===== src/rtl/pwm_timer_pkg.sv =====
package pwm_timer_pkg;

    localparam int MODE_W = 4;

    typedef enum logic [1:0] {
        SEQ_UP_WRAP,
        SEQ_UP_DOWN,
        SEQ_HOLD
    } seq_e;

    typedef enum logic [2:0] {
        TOP_FULL,
        TOP_FIX8,
        TOP_FIX9,
        TOP_FIX10,
        TOP_CAP,
        TOP_CMP
    } top_e;

    typedef enum logic [1:0] {
        UPD_NOW,
        UPD_AT_TOP,
        UPD_AT_BOT,
        UPD_NONE
    } upd_e;

    typedef enum logic [1:0] {
        FLG_MAX,
        FLG_TOP,
        FLG_BOT,
        FLG_NONE
    } flg_e;

    typedef struct packed {
        seq_e seq;
        top_e top;
        upd_e upd;
        flg_e flg;
    } mode_cfg_t;

endpackage


===== src/rtl/pwm_mode_decode.sv =====
module pwm_mode_decode
    import pwm_timer_pkg::*;
(
    input  logic [MODE_W-1:0] mode_i,
    output mode_cfg_t         cfg_o
);

    always_comb begin
        cfg_o = '{seq: SEQ_HOLD, top: TOP_FULL, upd: UPD_NONE, flg: FLG_NONE};
        case (mode_i)
            4'd0:  cfg_o = '{seq: SEQ_UP_WRAP, top: TOP_FULL,  upd: UPD_NOW,    flg: FLG_MAX};
            4'd1:  cfg_o = '{seq: SEQ_UP_DOWN, top: TOP_FIX8,  upd: UPD_AT_TOP, flg: FLG_BOT};
            4'd2:  cfg_o = '{seq: SEQ_UP_DOWN, top: TOP_FIX9,  upd: UPD_AT_TOP, flg: FLG_BOT};
            4'd3:  cfg_o = '{seq: SEQ_UP_DOWN, top: TOP_FIX10, upd: UPD_AT_TOP, flg: FLG_BOT};
            4'd4:  cfg_o = '{seq: SEQ_UP_WRAP, top: TOP_CMP,   upd: UPD_NOW,    flg: FLG_MAX};
            4'd5:  cfg_o = '{seq: SEQ_UP_WRAP, top: TOP_FIX8,  upd: UPD_AT_BOT, flg: FLG_TOP};
            4'd6:  cfg_o = '{seq: SEQ_UP_WRAP, top: TOP_FIX9,  upd: UPD_AT_BOT, flg: FLG_TOP};
            4'd7:  cfg_o = '{seq: SEQ_UP_WRAP, top: TOP_FIX10, upd: UPD_AT_BOT, flg: FLG_TOP};
            4'd8:  cfg_o = '{seq: SEQ_UP_DOWN, top: TOP_CAP,   upd: UPD_AT_BOT, flg: FLG_BOT};
            4'd9:  cfg_o = '{seq: SEQ_UP_DOWN, top: TOP_CMP,   upd: UPD_AT_BOT, flg: FLG_BOT};
            4'd10: cfg_o = '{seq: SEQ_UP_DOWN, top: TOP_CAP,   upd: UPD_AT_TOP, flg: FLG_BOT};
            4'd11: cfg_o = '{seq: SEQ_UP_DOWN, top: TOP_CMP,   upd: UPD_AT_TOP, flg: FLG_BOT};
            4'd12: cfg_o = '{seq: SEQ_UP_WRAP, top: TOP_CAP,   upd: UPD_NOW,    flg: FLG_MAX};
            4'd14: cfg_o = '{seq: SEQ_UP_WRAP, top: TOP_CAP,   upd: UPD_AT_BOT, flg: FLG_TOP};
            4'd15: cfg_o = '{seq: SEQ_UP_WRAP, top: TOP_CMP,   upd: UPD_AT_BOT, flg: FLG_TOP};
            default: cfg_o = '{seq: SEQ_HOLD, top: TOP_FULL, upd: UPD_NONE, flg: FLG_NONE};
        endcase
    end

endmodule


===== src/rtl/pwm_top_select.sv =====
module pwm_top_select
    import pwm_timer_pkg::*;
#(
    parameter int WIDTH = 16
) (
    input  top_e             sel_i,
    input  logic [WIDTH-1:0] cap_i,
    input  logic [WIDTH-1:0] cmp_i,
    output logic [WIDTH-1:0] top_o
);

    localparam logic [WIDTH-1:0] TopF8   = WIDTH'((1 << 8) - 1);
    localparam logic [WIDTH-1:0] TopF9   = WIDTH'((1 << 9) - 1);
    localparam logic [WIDTH-1:0] TopF10  = WIDTH'((1 << 10) - 1);
    localparam logic [WIDTH-1:0] TopFull = '1;

    always_comb begin
        case (sel_i)
            TOP_FIX8:  top_o = TopF8;
            TOP_FIX9:  top_o = TopF9;
            TOP_FIX10: top_o = TopF10;
            TOP_CAP:   top_o = cap_i;
            TOP_CMP:   top_o = cmp_i;
            default:   top_o = TopFull;
        endcase
    end

endmodule


===== src/rtl/pwm_counter.sv =====
module pwm_counter
    import pwm_timer_pkg::*;
#(
    parameter int WIDTH = 16
) (
    input  logic             clk_i,
    input  logic             rst_ni,
    input  logic             tick_i,
    input  seq_e             seq_i,
    input  flg_e             flg_i,
    input  logic [WIDTH-1:0] top_i,
    output logic [WIDTH-1:0] count_o,
    output logic             ev_top_o,
    output logic             ev_bot_o,
    output logic             ovf_o
);

    localparam logic [WIDTH-1:0] CntMax = '1;

    typedef struct packed {
        logic [WIDTH-1:0] cnt;
        logic             down;
        logic             ovf;
    } cnt_state_t;

    cnt_state_t state_d, state_q;
    logic       ev_max;

    always_comb begin
        state_d     = state_q;
        state_d.ovf = 1'b0;
        ev_top_o    = 1'b0;
        ev_bot_o    = 1'b0;
        ev_max      = 1'b0;
        if (tick_i) begin
            case (seq_i)
                SEQ_UP_WRAP: begin
                    state_d.down = 1'b0;
                    ev_max       = (state_q.cnt == CntMax);
                    if (state_q.cnt == top_i) begin
                        ev_top_o    = 1'b1;
                        ev_bot_o    = 1'b1;
                        state_d.cnt = '0;
                    end else begin
                        state_d.cnt = state_q.cnt + 1'b1;
                    end
                end
                SEQ_UP_DOWN: begin
                    if (!state_q.down) begin
                        if (state_q.cnt >= top_i) begin
                            ev_top_o     = 1'b1;
                            state_d.down = 1'b1;
                            state_d.cnt  = (state_q.cnt == '0) ? '0 : state_q.cnt - 1'b1;
                        end else begin
                            state_d.cnt = state_q.cnt + 1'b1;
                        end
                    end else begin
                        if (state_q.cnt == '0) begin
                            ev_bot_o     = 1'b1;
                            state_d.down = 1'b0;
                            state_d.cnt  = (top_i == '0) ? '0 : WIDTH'(1);
                        end else begin
                            state_d.cnt = state_q.cnt - 1'b1;
                        end
                    end
                end
                default: state_d = state_q;
            endcase
            case (flg_i)
                FLG_MAX: state_d.ovf = ev_max;
                FLG_TOP: state_d.ovf = ev_top_o;
                FLG_BOT: state_d.ovf = ev_bot_o;
                default: state_d.ovf = 1'b0;
            endcase
        end
    end

    always_ff @(posedge clk_i) begin
        if (!rst_ni) begin
            state_q <= '0;
        end else begin
            state_q <= state_d;
        end
    end

    assign count_o = state_q.cnt;
    assign ovf_o   = state_q.ovf;

endmodule


===== src/rtl/pwm_compare.sv =====
module pwm_compare
    import pwm_timer_pkg::*;
#(
    parameter int WIDTH = 16
) (
    input  logic             clk_i,
    input  logic             rst_ni,
    input  logic             tick_i,
    input  seq_e             seq_i,
    input  upd_e             upd_i,
    input  logic             ev_top_i,
    input  logic             ev_bot_i,
    input  logic [WIDTH-1:0] count_i,
    input  logic             wr_i,
    input  logic [WIDTH-1:0] wdata_i,
    output logic [WIDTH-1:0] active_o,
    output logic             match_o
);

    typedef struct packed {
        logic [WIDTH-1:0] held;
        logic [WIDTH-1:0] act;
        logic             match;
    } cmp_state_t;

    cmp_state_t state_d, state_q;

    always_comb begin
        state_d       = state_q;
        state_d.match = tick_i && (seq_i != SEQ_HOLD) && (count_i == state_q.act);
        if (wr_i) begin
            state_d.held = wdata_i;
        end
        case (upd_i)
            UPD_NOW: begin
                if (wr_i) state_d.act = wdata_i;
            end
            UPD_AT_TOP: begin
                if (ev_top_i) state_d.act = state_q.held;
            end
            UPD_AT_BOT: begin
                if (ev_bot_i) state_d.act = state_q.held;
            end
            default: state_d.act = state_q.act;
        endcase
    end

    always_ff @(posedge clk_i) begin
        if (!rst_ni) begin
            state_q <= '0;
        end else begin
            state_q <= state_d;
        end
    end

    assign active_o = state_q.act;
    assign match_o  = state_q.match;

endmodule


===== src/rtl/pwm_timer16.sv =====
module pwm_timer16
    import pwm_timer_pkg::*;
#(
    parameter int WIDTH = 16
) (
    input  logic              clk_i,
    input  logic              rst_ni,
    input  logic              tick_i,
    input  logic [MODE_W-1:0] mode_i,
    input  logic              cmp_wr_i,
    input  logic [WIDTH-1:0]  cmp_wdata_i,
    input  logic [WIDTH-1:0]  cap_val_i,
    output logic [WIDTH-1:0]  count_o,
    output logic              ovf_o,
    output logic              match_o,
    output logic [WIDTH-1:0]  cmp_active_o
);

    mode_cfg_t        cfg;
    logic [WIDTH-1:0] top_val;
    logic [WIDTH-1:0] count_w;
    logic [WIDTH-1:0] active_w;
    logic             ev_top;
    logic             ev_bot;

    pwm_mode_decode i_decode (
        .mode_i (mode_i),
        .cfg_o  (cfg)
    );

    pwm_top_select #(.WIDTH(WIDTH)) i_top_sel (
        .sel_i (cfg.top),
        .cap_i (cap_val_i),
        .cmp_i (active_w),
        .top_o (top_val)
    );

    pwm_counter #(.WIDTH(WIDTH)) i_counter (
        .clk_i    (clk_i),
        .rst_ni   (rst_ni),
        .tick_i   (tick_i),
        .seq_i    (cfg.seq),
        .flg_i    (cfg.flg),
        .top_i    (top_val),
        .count_o  (count_w),
        .ev_top_o (ev_top),
        .ev_bot_o (ev_bot),
        .ovf_o    (ovf_o)
    );

    pwm_compare #(.WIDTH(WIDTH)) i_compare (
        .clk_i    (clk_i),
        .rst_ni   (rst_ni),
        .tick_i   (tick_i),
        .seq_i    (cfg.seq),
        .upd_i    (cfg.upd),
        .ev_top_i (ev_top),
        .ev_bot_i (ev_bot),
        .count_i  (count_w),
        .wr_i     (cmp_wr_i),
        .wdata_i  (cmp_wdata_i),
        .active_o (active_w),
        .match_o  (match_o)
    );

    assign count_o      = count_w;
    assign cmp_active_o = active_w;

endmodule


===== config.mk =====
export PLATFORM = sky130hd
export DESIGN_NAME = pwm_timer16
export DESIGN_NICKNAME = d
export VERILOG_FILES = /design/src/rtl/pwm_timer_pkg.sv /design/src/rtl/pwm_mode_decode.sv /design/src/rtl/pwm_top_select.sv /design/src/rtl/pwm_counter.sv /design/src/rtl/pwm_compare.sv /design/src/rtl/pwm_timer16.sv
export SDC_FILE = /design/constraint.sdc
export NUM_CORES = 1
export LEC_CHECK = 0
export BUFFER_PORTS_ARGS = -buffer_cell sky130_fd_sc_hd__buf_2
export CAP_MARGIN = 20
export CELL_PAD_IN_SITES_DETAIL_PLACEMENT = 2
export CELL_PAD_IN_SITES_GLOBAL_PLACEMENT = 2
export CORE_ASPECT_RATIO = 2
export CORE_UTILIZATION = 25
export CTS_CLUSTER_DIAMETER = 60
export DETAILED_ROUTE_END_ITERATION = 8
export GPL_TIMING_DRIVEN = 0
export PLACE_DENSITY_LB_ADDON = 0.1
export SLEW_MARGIN = 20
export SYNTH_ARGS = -nofsm -noshare
export SYNTH_HDL_FRONTEND = slang
export SYNTH_HIERARCHICAL = 1
export SYNTH_SLANG_ARGS = --single-unit

===== constraint.sdc =====
create_clock -name clk_i -period 4.4 [get_ports clk_i]
set_input_delay 0.22 -clock clk_i [delete_from_list [all_inputs] [get_ports clk_i]]
set_output_delay 0.22 -clock clk_i [all_outputs]
set_load 0.005 [all_outputs]

After elaboration in Yosys (flattened, before gate mapping)

Memory sizes are Yosys's and may differ from the RTL's.
Index checks and enable logic that the tools add are counted.

Register bits: 51
ROM bits: 144
Input port bits: 40
Output and inout port bits: 34
Word-level logic and storage cells: 63
Memories kept: 1

Memory list:

| memory          | depth | bits a word | rd ports | clocked after memory_dff | write ports | line                  | text |
|---|---|---|---|---|---|---|---|
| (no name shown) | 16    | 9           | 1        | 0                        | 0           | pwm_mode_decode.sv:10 | `case (mode_i)` |

Add/subtract/negate cells: 2
Order comparisons: 1
Equality and inequality tests: 17
Muxes and demuxes: 24
Reduce and logical (&&, ||, !) cells: 12

Operators with widths:

| kind                                                                  | count |
|---|---|
| 16-bit 2-to-1 mux                                                     | 7 |
| 16-bit case mux with 5 select lines                                   | 1 |
| 16-bit case mux with 3 select lines                                   | 1 |
| 17-bit case mux with 2 select lines                                   | 1 |
| 16-bit equality test                                                  | 2 |
| 16-bit logical NOT                                                    | 2 |
| 17-bit 2-to-1 mux                                                     | 1 |
| 16-bit by 1-bit adder with 16-bit output, second input constant       | 1 |
| 16-bit equality test, second input constant                           | 1 |
| 16-bit greater-or-equal comparator                                    | 1 |
| 16-bit by 1-bit subtractor with 16-bit output, second input constant  | 1 |
| 1-bit 2-to-1 mux                                                      | 10 |
| 2-bit != test, second input constant                                  | 4 |
| 2-bit by 1-bit equality test with 1-bit output, second input constant | 3 |
| 3-bit by 2-bit equality test with 1-bit output, second input constant | 2 |
| 3-bit equality test, second input constant                            | 2 |
| 2-bit logical NOT                                                     | 3 |
| 2-bit equality test, second input constant                            | 2 |
| 1-bit case mux with 2 select lines                                    | 2 |
| 2-bit AND reduction                                                   | 2 |
| 4-bit AND reduction                                                   | 1 |
| 3-bit by 1-bit equality test with 1-bit output, second input constant | 1 |
| 1-bit case mux with 3 select lines                                    | 1 |
| 3-bit nonzero test                                                    | 1 |
| other kinds (2)                                                       | 3 |

Depth between registers and ports, before layout

Gate-level depths: netlist (run 1).
An unclocked memory read counts as a cell.

Word-level depth: 10
Mapped depth: 21
Mapped depth without buffers: 20

Hierarchy

The synthesis (run 1) kept the hierarchy.

Modules (own cells, without submodules):

| module          | instances | cells each | area an instance (sq um) | seq. area each (sq um) |
|---|---|---|---|---|
| pwm_counter     | 1         | 323        | 2368.5                   | 360.3 |
| pwm_compare     | 1         | 172        | 1785.5                   | 660.6 |
| pwm_top_select  | 1         | 45         | 396.6                    | 0.0 |
| pwm_mode_decode | 1         | 20         | 111.4                    | 0.0 |

Least setup slack after synthesis (run 1)

Ideal clock, no wire load.

Kind: input port to flip-flop
Start: input mode_i[1]
End: register i_compare.state_q (netlist bit i_compare/active_o[10])
Setup time: 0.116 ns
Data arrival time: 3.723 ns
Data required time: 4.284 ns
Path slack: 0.561 ns
Stages on the path: 18
Buffers on the path: 1
Cell sequence: nand2b_4 -> o21ai_0 -> inv_1 -> ha_1 -> nor2_1 -> o21a_4 -> o21ai_1 -> ha_1 -> nand2b_1 -> a2111o_1 -> a31o_2 -> o311a_1 -> nor2_1 -> nor2_1 -> nor2b_1 -> a2111oi_4 -> buf_6 -> o211a_1

RTL lines:

| item                 | line              | text |
|---|---|---|
| from (decl)          | pwm_timer16.sv:9  | `input logic [MODE_W-1:0] mode_i,` |
| to (signal assigned) | pwm_compare.sv:52 | `state_q <= state_d;` |
| to (decl)            | pwm_compare.sv:26 | `cmp_state_t state_d, state_q;` |

==> summary.md, run 1 <==
| Metric | Value |
|---|---|
| Status | complete, no violations |
| Wire length of the first global-routing pass | 30,750 µm |
| Ys Warns | 6 |
| Number of top-level pins | 74 |
| Sequential element share of the synthesized area | between 20% and 30% |
| Largest cells by area after synthesis | dfxtp_1 (22%), mux2i_1 (11%), ha_1 (6.4%) |
| Endpoint arrival time on the critical path | approximately 4400 ps |
| Final weighted congestion of routability-driven global placement | between 0.8 and 0.9 |
| RSZ-0062 raised after global routing | no |
| Cell type with the largest total area after synthesis | dfxtp_1 |
| # rows | 70 |
| Initial antenna violation count | 0 |
| Relative slew slack | 30.14% |
| Setup-violating endpoint count in the final report | 0 |
| Clock transition at the registers of the reported paths | approximately 80 ps |
| Overflow left after global routing | 0 |
| Count of state elements after synthesis | a little over 50 |
| Category of the critical setup timing path | in2reg |
| Routed wire per std cell | ~23 µm |
| Clock Skews | approximately 9 ps |
| Final Instance Area | ~0.0055 mm² |
| Clock sink count | a little over 50 |
| Final HPWL from detailed placement | between 15,000 and 20,000 µm |
| Class of the most critical hold timing path | in2reg |
| Leakage | ~2.6 nW |
| Synth Net Count | between 600 and 700 |
| Util after Layout | around 30% |
| PnR worst setup slack | roughly 200 ps |
| Routed wire length | about 20,000 µm |
| Post-route ant nets | 0 |
| CTS HTree Levels | 2 |
| Number of nets in the layout | about 700 |
| Final period demand of the worst path | 4202 ps |
| Average vias per placed instance | about 5.3 |
| Number of enable-type register cells in the synthesized netlist | 0 |
| Max-cap violation count | 0 |
| Clock latency at the later pin of the worst-skew pair | just over 300 ps |
| Crit. Startpoint | mode_i[1] |
| GRT Resource Usage Total | approximately 22% |
| Tightest Pin Transition | a little over 1000 ps |
| Residual DRC count | 0 |
| CTS root buf | clkbuf_16 |
| Final slew viol count | 0 |
| CP Max Fanout | 8 |
| Worst Min Path Start | cmp_wdata_i[12] |
| Unique cell type count in the Yosys netlist | 82 |
| Vias in the first global route | 5,280 |
| Predominant post-synthesis flop cell | dfxtp_1 |
| FILL cells | approximately 2,200 |
| TritonCTS clock tree | yes |
| Hold WS | between 150 and 200 ps |
| Async set or reset register ratio after synthesis | 0% |
| Via count | 4,577 |
| CTS buffer count | 5 |
| Crit path buffers/inverters | 2 |
| Violation count after the first detailed-routing iteration | about 100 |
| Worst Path Required | roughly 4600 ps |
| Placed Area | roughly 0.0053 mm² |
| Post-Synthesis Mean Instance Area | approximately 8.3 µm² |
| Maximum root-to-sink buffer count | 2 |
| Starting Density | roughly a quarter |
| 1st-pass router iterations | 4 |
| Stage delay of the slowest cell on the critical path | 720 ps |
| Critical Path, Cell by Cell | buf_2, nand2b_4, o21ai_1, inv_1, ha_1, nor2_1, o21a_4, o21ai_1, ha_1, nand2b_1, a2111o_1, a31oi_1, and2_0, o311ai_0, o221a_1 |
| Proportion of netlist area held by the largest area contributor | roughly 22% |
| Achievable Freq | 0.2380 GHz |
| Layout overhead on the synthesized area | 17.26% |
| Core region area | ~0.018 mm² |
| Final cycle utilization of the critical path | between 90% and 100% |
| Die height | slightly below 200 µm |
| Floorplan die area | roughly 0.019 mm² |
| Crit end category | flip-flop |
| Pin count of the biggest net entering global routing | 17 |
| Power per unit of standard cell area | approximately 270 mW/mm² |
| Number of standard cells after synthesis | 560 |
| Overall power | ~1.5 mW |
| Critical register-to-register path startpoint | i_compare/active_o[9] |
| Delay-heaviest family, CP | compound AO/OA/AOI/OAI gates |
| Maximum vdd ir drop | approximately 150 µV |
| Mapped cell area | roughly 0.0047 mm² |
| Standard cell with the maximum stage delay on the critical path | a31oi_1 |
| # diodes | 0 |
| Hold violation count in the final report | 0 |
| Proportion of layout cells with a drive suffix above 1 | 24.96% |
| Worst Setup Start Kind | input port |
| Port bufs | roughly 70 |
| Setup slack at placement | -544.1 ps |
| Width of the die | between 90 and 100 µm |
## report_power, final
group	switching, mW	internal [mW]
sequential	0.0324	0.493
clock	0.210	0.215
combinational	0.304	0.228
## metrics by stage
| stage | std cells | TNS [ps] |
|---|---|---|
| finish | 857 | 0 |
| global route | 857 | 0 |
| CTS | 856 | 0 |
| detailed placement | 848 | -11160 |
| global placement | 848 | -11150 |
| floorplan | 560 | 0 |
## Yosys cell counts (5+ instances only)
| library cell | number |
|---|---|
| inv_1 | 27 |
| xnor2_1 | 14 |
| nand4_1 | 11 |
| ha_1 | 24 |
| nor4_1 | 8 |
| dfxtp_1 | 51 |
| buf_4 | 33 |
| o211a_1 | 18 |
| buf_6 | 8 |
| a221oi_1 | 5 |
| nand2b_1 | 5 |
| buf_2 | 5 |
| nor2b_1 | 21 |
| nand2_1 | 48 |
| mux2i_1 | 50 |
| xor2_1 | 5 |
| nor2_1 | 33 |
| a22oi_1 | 5 |
| and3_1 | 5 |
| o21ai_0 | 21 |
| nor3_1 | 9 |
| nand3_1 | 10 |
| o211ai_1 | 5 |
| a21oi_1 | 22 |
| o21ai_1 | 8 |
| clkbuf_1 | 15 |
| mux2_2 | 5 |
## final cells by class
cell class | count | area [µm²] | share of cell area, %
Buffer | 64 | 462.9 | 8.469
Clock buffer | 6 | 128.9 | 2.358
Clock inverter | 2 | 16.27 | 0.2976
Inverter | 29 | 108.9 | 1.991
Multi-Input combinational cell | 416 | 3090 | 56.53
Sequential cell | 51 | 1021 | 18.68
Tap cell | 216 | 270.3 | 4.944
Timing Repair Buffer | 73 | 367.9 | 6.729
## cells by family after synthesis
group | synth area share, %
simple gates | 20.10
compound gates | 23.78
buf+inv | 12.26
mux | 11.94
flops | 21.90
fa+ha+maj | 6.441
xor+xnor | 3.570
## worst register-to-register path, cell delays in order (launching register included)
cell       delay [ps]
dfxtp_1           380
buf_4             130
mux2i_1           100
o211ai_1          340
inv_1              90
ha_1              300
nand4_1           300
nor3_1            340
a31oi_1           350
a2111oi_0        1010
a21oi_1           100
o22ai_1           220
## registers in the layout, indices dropped and copies added (netlist names)
register and count:
i_compare/active_o 16, i_counter/state_q 1, i_counter/ovf_o 1, i_compare/match_o 1, i_counter/count_o 16, i_compare/state_q 16
## worst paths after layout
check	end	slack, ps	cells after the start
setup / recovery	i_counter/count_o[2]	200	15
hold / removal	i_compare/state_q[29]	190	3
setup reg to reg	i_counter/count_o[14]	650	11
hold reg to reg	i_compare/state_q[27]	520	2
## cells in the final DEF, fill, tap and decap left out, types with 5 or more instances in the layout
cell type	count
clkbuf_1	16
ha_1	24
a22oi_1	5
mux2_2	5
nand3_1	10
a21oi_1	22
buf_6	8
o211ai_1	5
nand2_1	48
nor4_1	7
a221oi_1	5
nand4_1	11
clkbuf_16	5
nand2b_1	5
buf_2	77
dfxtp_1	51
o211a_1	18
buf_4	34
mux2i_1	50
xnor2_1	14
nor2b_1	21
xor2_1	5
inv_1	27
o21ai_0	20
nor3_1	9
nor2_1	33
o21ai_1	9
and3_1	5
## metal layers
layer	vias to the layer above	wire length, µm	global-route usage [%]
met5	-	0	0
met1	2260	6389	17.95
li1	2178	-	-
met2	100	12190	46.53
met4	0	1058	12.38
met3	39	445	2.291
## repair_timing
item | CTS | global route
buffers inserted | 0 | 1
pin swaps | 0 | 1
gates cloned | 0 | 0
setup endpoints to repair | 17 | 14
hold buffers | 0 | 0
gates resized for setup | 2 | 0
No activity file was read; power rests on OpenSTA's default activity.
==> run 2: changes to the inputs <==
CTS_CLUSTER_SIZE = 25   (was unset)
RECOVER_POWER = 100   (was unset)
==> run 2 against run 1 <==
  * Global-route usage unchanged
  * Design area decreased by 1.7%
  * Clock-buffer cell count is the same
  * Clock skew increased by 0.67 ps
  * Critical endpoint is now i_counter/count_o[14]
  * Largest power group is now registers
  * Highest routed layer unchanged
==> summary.md, run 2 (synthesis results as in run 1) <==
| Metric | Value |
|---|---|
| 1st-pass router iterations | 4 (unchanged) |
| Cts hold-fix bufs | 0 (unchanged) |
| Critical register-to-register path startpoint | i_compare/active_o[9] (unchanged) |
| Average vias per placed instance | 5.355 (was 5.341) |
| Stage delay of the slowest cell on the critical path | 1070 ps (was 720 ps) |
| Crit end category | flip-flop (unchanged) |
| Standard cell with the maximum stage delay on the critical path | a2111oi_0 (was a31oi_1) |
| Reg2reg end | i_counter/count_o[14] (unchanged) |
| Setup-violating endpoint count in the final report | 0 (unchanged) |
| Setup slack at placement | -544.1 ps (unchanged) |
| Relative slew slack | 23.81% (was 30.14%) |
| Proportion of layout cells with a drive suffix above 1 | 21.06% (was 24.96%) |
| Hold WS | 185.1 ps (was 185.6 ps) |
| Overflow left after global routing | 0 (unchanged) |
| Commonest non-fill, non-tap cells in the layout | buf_2 (74), dfxtp_1 (51), mux2i_1 (50) (was buf_2 (77), dfxtp_1 (51), mux2i_1 (50)) |
| Clock sink count | 51 (unchanged) |
| RSZ-0062 raised after global routing | no (unchanged) |
| Leakage | 2.532 nW (was 2.631 nW) |
| Final weighted congestion of routability-driven global placement | 0.8297 (unchanged) |
| Maximum root-to-sink buffer count | 2 (unchanged) |
| Via count | 4,589 (was 4,577) |
| Starting Density | 25.47% (unchanged) |
| Floorplan die area | 0.01923 mm² (unchanged) |
| Routed wire per std cell | 23.47 µm (was 23.43 µm) |
| Wire length of the first global-routing pass | 30,750 µm (unchanged) |
| Worst Path Required | 4630 ps (was 4610 ps) |
| Clock latency at the later pin of the worst-skew pair | 310 ps (about the same) |
| Initial antenna violation count | 0 (unchanged) |
| Maximum vdd ir drop | 147.4 µV (was 149.0 µV) |
| Post-route ant nets | 0 (unchanged) |
| PnR worst setup slack | 227.5 ps (was 197.5 ps) |
| Final slew viol count | 0 (unchanged) |
| Class of the most critical hold timing path | in2reg (unchanged) |
| Register-to-register setup slack | 590 ps (was 650 ps) |
| Tightest Pin Transition | 1114 ps (was 1021 ps) |
| CP Max Fanout | 7 (was 8) |
| Register-to-Register Path Depth | 11 (unchanged) |
| Pin count of the biggest net entering global routing | 17 (unchanged) |
| Clock transition at the registers of the reported paths | 80 ps (about the same) |
| Final period demand of the worst path | 4173 ps (was 4202 ps) |
| Critical Path, Cell by Cell | buf_2, nand2b_4, o21ai_1, inv_1, ha_1, nand2_1, o211ai_1, inv_1, ha_1, nand4_1, nor3_1, a31oi_1, a2111oi_0, a21oi_1, o22ai_1 (was buf_2, nand2b_4, o21ai_1, inv_1, ha_1, nor2_1, o21a_4, o21ai_1, ha_1, nand2b_1, a2111o_1, a31oi_1, and2_0, o311ai_0, o221a_1) |
| Crit path buffers/inverters | 3 (was 2) |
| Achievable Freq | 0.2397 GHz (was 0.2380 GHz) |
| # diodes | 0 (unchanged) |
| CTS HTree Levels | 2 (unchanged) |
| Routed wire length | 20,110 µm (was 20,080 µm) |
| Most frequent standard cell in the layout excluding fill and tap cells | buf_2 (unchanged) |
| Final HPWL from detailed placement | 17,150 µm (unchanged) |
| Endpoint arrival time on the critical path | 4400 ps (was 4410 ps) |
| Delay-heaviest family, CP | compound AO/OA/AOI/OAI gates (unchanged) |
| Power per unit of standard cell area | 274.2 mW/mm² (was 271.2 mW/mm²) |
| Final cycle utilization of the critical path | 94.83% (was 95.51%) |
| Violation count after the first detailed-routing iteration | 76 (was 104) |
| Number of top-level pins | 74 (unchanged) |
| Worst Setup Start Kind | input port (unchanged) |
| Width of the die | 98.56 µm (unchanged) |
| TritonCTS clock tree | yes (unchanged) |
| Hold path depth | 3 (unchanged) |
| Number of nets in the layout | 704 (unchanged) |
| Core region area | 0.01831 mm² (unchanged) |
| CTS buffer count | 5 (unchanged) |
| Worst Hold Path EP | i_compare/state_q[29] (unchanged) |
| # rows | 70 (unchanged) |
| CTS root buf | clkbuf_16 (unchanged) |
| Status | complete, no violations (unchanged) |
| Layout overhead on the synthesized area | 15.30% (was 17.26%) |
| Clock Skews | 9.448 ps (was 8.779 ps) |
| GRT Resource Usage Total | 21.62% (unchanged) |
| Max-cap violation count | 0 (unchanged) |
| Residual DRC count | 0 (unchanged) |
| Worst Min Path Start | cmp_wdata_i[12] (unchanged) |
| Port bufs | 72 (unchanged) |
| Category of the critical setup timing path | in2reg (unchanged) |
| Die height | 195.1 µm (unchanged) |
| Hold violation count in the final report | 0 (unchanged) |
| Vias in the first global route | 5,280 (unchanged) |
## run 2: area by class of cell
| cell class | instances | area, µm² |
|---|---|---|
| Fill cell | 2183 | 12930 |
| Tap cell | 216 | 270.3 |
| Multi-Input combinational cell | 416 | 3074 |
| Clock buffer | 6 | 128.9 |
| Sequential cell | 51 | 1021 |
| Timing Repair Buffer | 73 | 364.1 |
| Buffer | 64 | 391.6 |
| Inverter | 29 | 108.9 |
| Clock inverter | 2 | 16.27 |
## run 2: power by group
part / total (mW) / internal, mW / switching, mW
clock: 0.425 / 0.215 / 0.210
sequential: 0.525 / 0.493 / 0.0319
combinational: 0.524 / 0.221 / 0.303
## run 2: through the flow
stage / std cells / power (mW) / utilization [%] / TNS (ps) / instance area, µm²
2_1_floorplan: 560 / 0.8829 / - / 0 / 4662
6_report: 857 / 1.474 / 29.36 / 0 / 5375
5_1_grt: 857 / 1.554 / 29.36 / 0 / 5375
4_1_cts: 856 / 1.510 / 29.82 / 0 / 5459
3_3_place_gp: 848 / 1.059 / 28.91 / -11150 / 5293
3_5_place_dp: 848 / 1.076 / 29.01 / -11160 / 5310
## run 2: how the worst max path moves through the flow
stage / start / endpoint / slack, ps / cells past startpoint
after global placement: mode_i[1] / i_compare/active_o[9] / -440 / 18
after floorplan: mode_i[1] / i_compare/active_o[10] / 560 / 18
final: mode_i[1] / i_counter/count_o[14] / 230 / 15
after detailed placement: mode_i[1] / i_compare/active_o[13] / -540 / 18
after global routing: mode_i[1] / i_compare/active_o[1] / 5 / 20
after CTS: mode_i[1] / i_compare/active_o[13] / 90 / 18
## run 2: tightest hold or removal path: cells and delay by family
kind                   cells  cell delay, ps
muxes                      1              60
and+or+nand+nor            1              90
buffers and inverters      1              80
## run 2: repair_timing
| item | 4_1_cts | 5_1_grt |
|---|---|---|
| resized for setup | 2 | 0 |
| buffers inserted | 0 | 1 |
| endpoints found under the setup margin | 17 | 14 |
| pin swaps | 0 | 1 |
## run 2: routing by layer
layer  GRT usage [%]  wire length [µm]  vias up
li1                -                 -     2178
met1           17.95              6342     2259
met2           46.53             12200      112
met3           2.291               509       40
met4           12.38              1065        0
met5               0                 0        -
==> run 3: changes to the inputs <==
ABC_AREA = 1   (was unset)
BUFFER_PORTS_ARGS = unset   (was -buffer_cell sky130_fd_sc_hd__buf_2)
DONT_BUFFER_PORTS = 1   (was unset)
==> run 3 against run 2 <==
  * Total power increased by 9.6%
  * Clock-buffer cell count decreased by 1
  * Global-route usage increased by 0.62 points
  * Critical endpoint is now i_compare/active_o[0]
  * Highest routed layer unchanged
==> summary.md, run 3 <==
| Metric | Value |
|---|---|
| Status | complete, no violations (unchanged) |
| Footprint of the multi-input gates | 0.002984 mm² (was 0.003074 mm²) |
| Clock latency at the later pin of the worst-skew pair | 310 ps (about the same) |
| Proportion of layout cells with a drive suffix above 1 | 9.311% (was 21.06%) |
| Leakage | 2.528 nW (was 2.532 nW) |
| Clock transition at the registers of the reported paths | 80 ps (about the same) |
| CTS HTree Levels | 2 (unchanged) |
| # rows | 71 (was 70) |
| Proportion of netlist area held by the largest area contributor | 21.03% (was 21.90%) |
| Vias in the first global route | 5,757 (was 5,280) |
| Most frequent standard cell in the layout excluding fill and tap cells | nand2_1 (was buf_2) |
| Last element of the critical path | i_compare/active_o[0] (was i_counter/count_o[14]) |
| Post-Synthesis Mean Instance Area | 6.258 µm² (was 8.325 µm²) |
| Reg2reg end | i_compare/active_o[0] (was i_counter/count_o[14]) |
| Cts hold-fix bufs | 0 (unchanged) |
| Register-to-register setup slack | 890 ps (was 590 ps) |
| Port bufs | 0 (was 72) |
| Clock Skews | 5.989 ps (was 9.448 ps) |
| Cell seen most often among critical-path stages | nand2_1 |
| # diodes | 0 (unchanged) |
| Endpoint arrival time on the critical path | 4100 ps (was 4400 ps) |
| Largest cells by area after synthesis | dfxtp_1 (21%), nand2_1 (12%), nor2_1 (8.6%) (was dfxtp_1 (22%), mux2i_1 (11%), ha_1 (6.4%)) |
| Post-CTS Resized | 0 (was 2) |
| Power per unit of standard cell area | 311.2 mW/mm² (was 274.2 mW/mm²) |
| Area taken by flip-flops and latches | 0.001021 mm² (unchanged) |
| Floorplan die area | 0.02002 mm² (was 0.01923 mm²) |
| Crit. Startpoint | mode_i[3] (was mode_i[1]) |
| Final cycle utilization of the critical path | 88.27% (was 94.83%) |
| Residual DRC count | 0 (unchanged) |
| Overflow left after global routing | 0 (unchanged) |
| Number of nets in the layout | 847 (was 704) |
| TritonCTS clock tree | yes (unchanged) |
| Initial antenna violation count | 0 (unchanged) |
| Mapped cell area | 0.004856 mm² (was 0.004662 mm²) |
| CTS buffer count | 5 (unchanged) |
| Library cell with the highest instance count after synthesis | nand2_1 (was dfxtp_1) |
| RSZ-0062 raised after global routing | no (unchanged) |
| FILL cells | 2,401 (was 2,183) |
| Tightest Pin Transition | 775.7 ps (was 1114 ps) |
| Die height | 199.1 µm (was 195.1 µm) |
| Stage delay of the slowest cell on the critical path | 330 ps (was 1070 ps) |
| Maximum root-to-sink buffer count | 2 (unchanged) |
| 1st-pass router iterations | 4 (unchanged) |
| Count of state elements after synthesis | 51 (unchanged) |
| Core region area | 0.01892 mm² (was 0.01831 mm²) |
| Wire length of the first global-routing pass | 32,030 µm (was 30,750 µm) |
| Worst Setup Start Kind | input port (unchanged) |
| Count of buffers added by post-CTS timing repair for setup | 0 (unchanged) |
| Setup-violating endpoint count in the final report | 0 (unchanged) |
| Number of cells after detailed placement | 1,031 (was 848) |
| Maximum vdd ir drop | 295.9 µV (was 147.4 µV) |
| Synth Net Count | 840 (was 624) |
| Crit end category | flip-flop (unchanged) |
| Max-cap violation count | 0 (unchanged) |
| Setup TNS after final layout | 0 ps (unchanged) |
| Critical register-to-register path startpoint | i_compare/active_o[8] (was i_compare/active_o[9]) |
| Most numerous cell types in the synthesized netlist | nand2_1 (157), nor2_1 (111), inv_1 (93) (was dfxtp_1 (51), mux2i_1 (50), nand2_1 (48)) |
| Relative slew slack | 48.10% (was 23.81%) |
| Final period demand of the worst path | 3884 ps (was 4173 ps) |
| Violation count after the first detailed-routing iteration | 86 (was 76) |
| Final weighted congestion of routability-driven global placement | 0.8260 (was 0.8297) |
| Finished Layout Cells | 1,039 (was 857) |
| Category of the critical setup timing path | in2reg (unchanged) |
| Number of standard cells after synthesis | 776 (was 560) |
| CTS root buf | clkbuf_16 (unchanged) |
| Achievable Freq | 0.2575 GHz (was 0.2397 GHz) |
| Predominant post-synthesis flop cell | dfxtp_1 (unchanged) |
| Hold WS | 39.93 ps (was 185.1 ps) |
| Number of enable-type register cells in the synthesized netlist | 0 (unchanged) |
| Routed wire per std cell | 20.48 µm (was 23.47 µm) |
| Layout overhead on the synthesized area | 6.880% (was 15.30%) |
| Final HPWL from detailed placement | 18,580 µm (was 17,150 µm) |
| Standard cell with the maximum stage delay on the critical path | ha_1 (was a2111oi_0) |
| Commonest non-fill, non-tap cells in the layout | nand2_1 (158), nor2_1 (113), inv_1 (96) (was buf_2 (74), dfxtp_1 (51), mux2i_1 (50)) |
| Register-to-Register Path Depth | 24 (was 11) |
| Pin count of the biggest net entering global routing | 18 (was 17) |
| Final slew viol count | 0 (unchanged) |
| GRT Resource Usage Total | 22.24% (was 21.62%) |
| Post-route ant nets | 0 (unchanged) |
| Overall power | 1.615 mW (was 1.474 mW) |
| Sequential element share of the synthesized area | 21.03% (was 21.90%) |
| Routed wire length | 21,280 µm (was 20,110 µm) |
| Worst Path Required | 4610 ps (was 4630 ps) |
| Clock sink count | 51 (unchanged) |
| CP Max Fanout | 10 (was 7) |
| Ys Warns | 6 (unchanged) |
| Number of top-level pins | 74 (unchanged) |
| Class of the most critical hold timing path | in2reg (unchanged) |
| Hold violation count in the final report | 0 (unchanged) |
| Starting Density | 25.66% (was 25.47%) |
| Async set or reset register ratio after synthesis | 0% (unchanged) |
| Width of the die | 100.6 µm (was 98.56 µm) |
| Average vias per placed instance | 4.850 (was 5.355) |
| Util after Layout | 27.43% (was 29.36%) |
| Cell type with the largest total area after synthesis | dfxtp_1 (unchanged) |
| Via count | 5,039 (was 4,589) |
| Unique cell type count in the Yosys netlist | 41 (was 82) |
[run 3: cell types whose count changed after synthesis, sizes merged, moves of 12 or more]
cell and delta:
xnor2 -12, nor2b -21, nand2 +117, xor2 +14, o211a -18, nand3 +68
nor2 +91, inv +73, mux2i -34, nand4 +18, o21ai +16
[run 3: routing by layer]
metal  GRT usage (%)  wire (µm)
met1           16.07       6036
met2           50.20      13450
met3           3.603        700
met4           11.59       1091
met5               0          0
[run 3: per-stage QoR]
stage / worst slack (ps) / cell area (µm²)
floorplan: 1288 / 4856
global placement: 433.3 / 5175
detailed placement: 325.8 / 5175
CTS: 640.6 / 5323
global route: 223.2 / 5190
finish: 516.1 / 5190
[run 3: how the worst min path moves through the flow]
| stage | from | end | slack [ps] | cells after the start |
|---|---|---|---|---|
| 5_1_grt | cmp_wdata_i[15] | i_compare/state_q[32] | 40 | 2 |
| 3_3_place_gp | cmp_wdata_i[1] | i_compare/state_q[18] | 360 | 2 |
| 3_5_place_dp | cmp_wdata_i[15] | i_compare/state_q[32] | 370 | 2 |
| 2_1_floorplan | cmp_wdata_i[1] | i_compare/state_q[18] | 350 | 2 |
| 4_1_cts | rst_ni | i_compare/state_q[17] | 30 | 2 |
| 6_report | rst_ni | i_compare/state_q[17] | 40 | 2 |
[run 3: final cells by class]
cell class	instances	share of cell area, %
buffer	65	6.461
clock buffer	5	2.411
clock inverter	3	0.4339
inverter	102	7.377
multi-input combinational	558	57.50
sequential	51	19.67
tap	255	6.148
[run 3: kinds of logic after synthesis]
| kind of cell | share of synthesized area (%) |
|---|---|
| AND/OR/NAND/NOR | 39.35 |
| buffers and inverters | 17.26 |
| AO/OA/AOI/OAI | 9.096 |
| flip-flops | 21.03 |
| adder cells (fa/ha/maj) | 6.184 |
| XOR/XNOR | 3.788 |
| multiplexers | 3.298 |
[run 3: power breakdown]
part | total (mW) | switching [mW] | internal, mW
sequential | 0.549 | 0.0462 | 0.503
combinational | 0.630 | 0.419 | 0.211
clock | 0.435 | 0.220 | 0.216
[run 3: worst max-delay path: cells and delay by family]
| kind | cells | cell delay, ps |
|---|---|---|
| and+or+nand+nor | 15 | 1560 |
| buffers and inverters | 8 | 1200 |
| AOI/OAI and AO/OA | 4 | 570 |
| adders and majority gates | 2 | 520 |
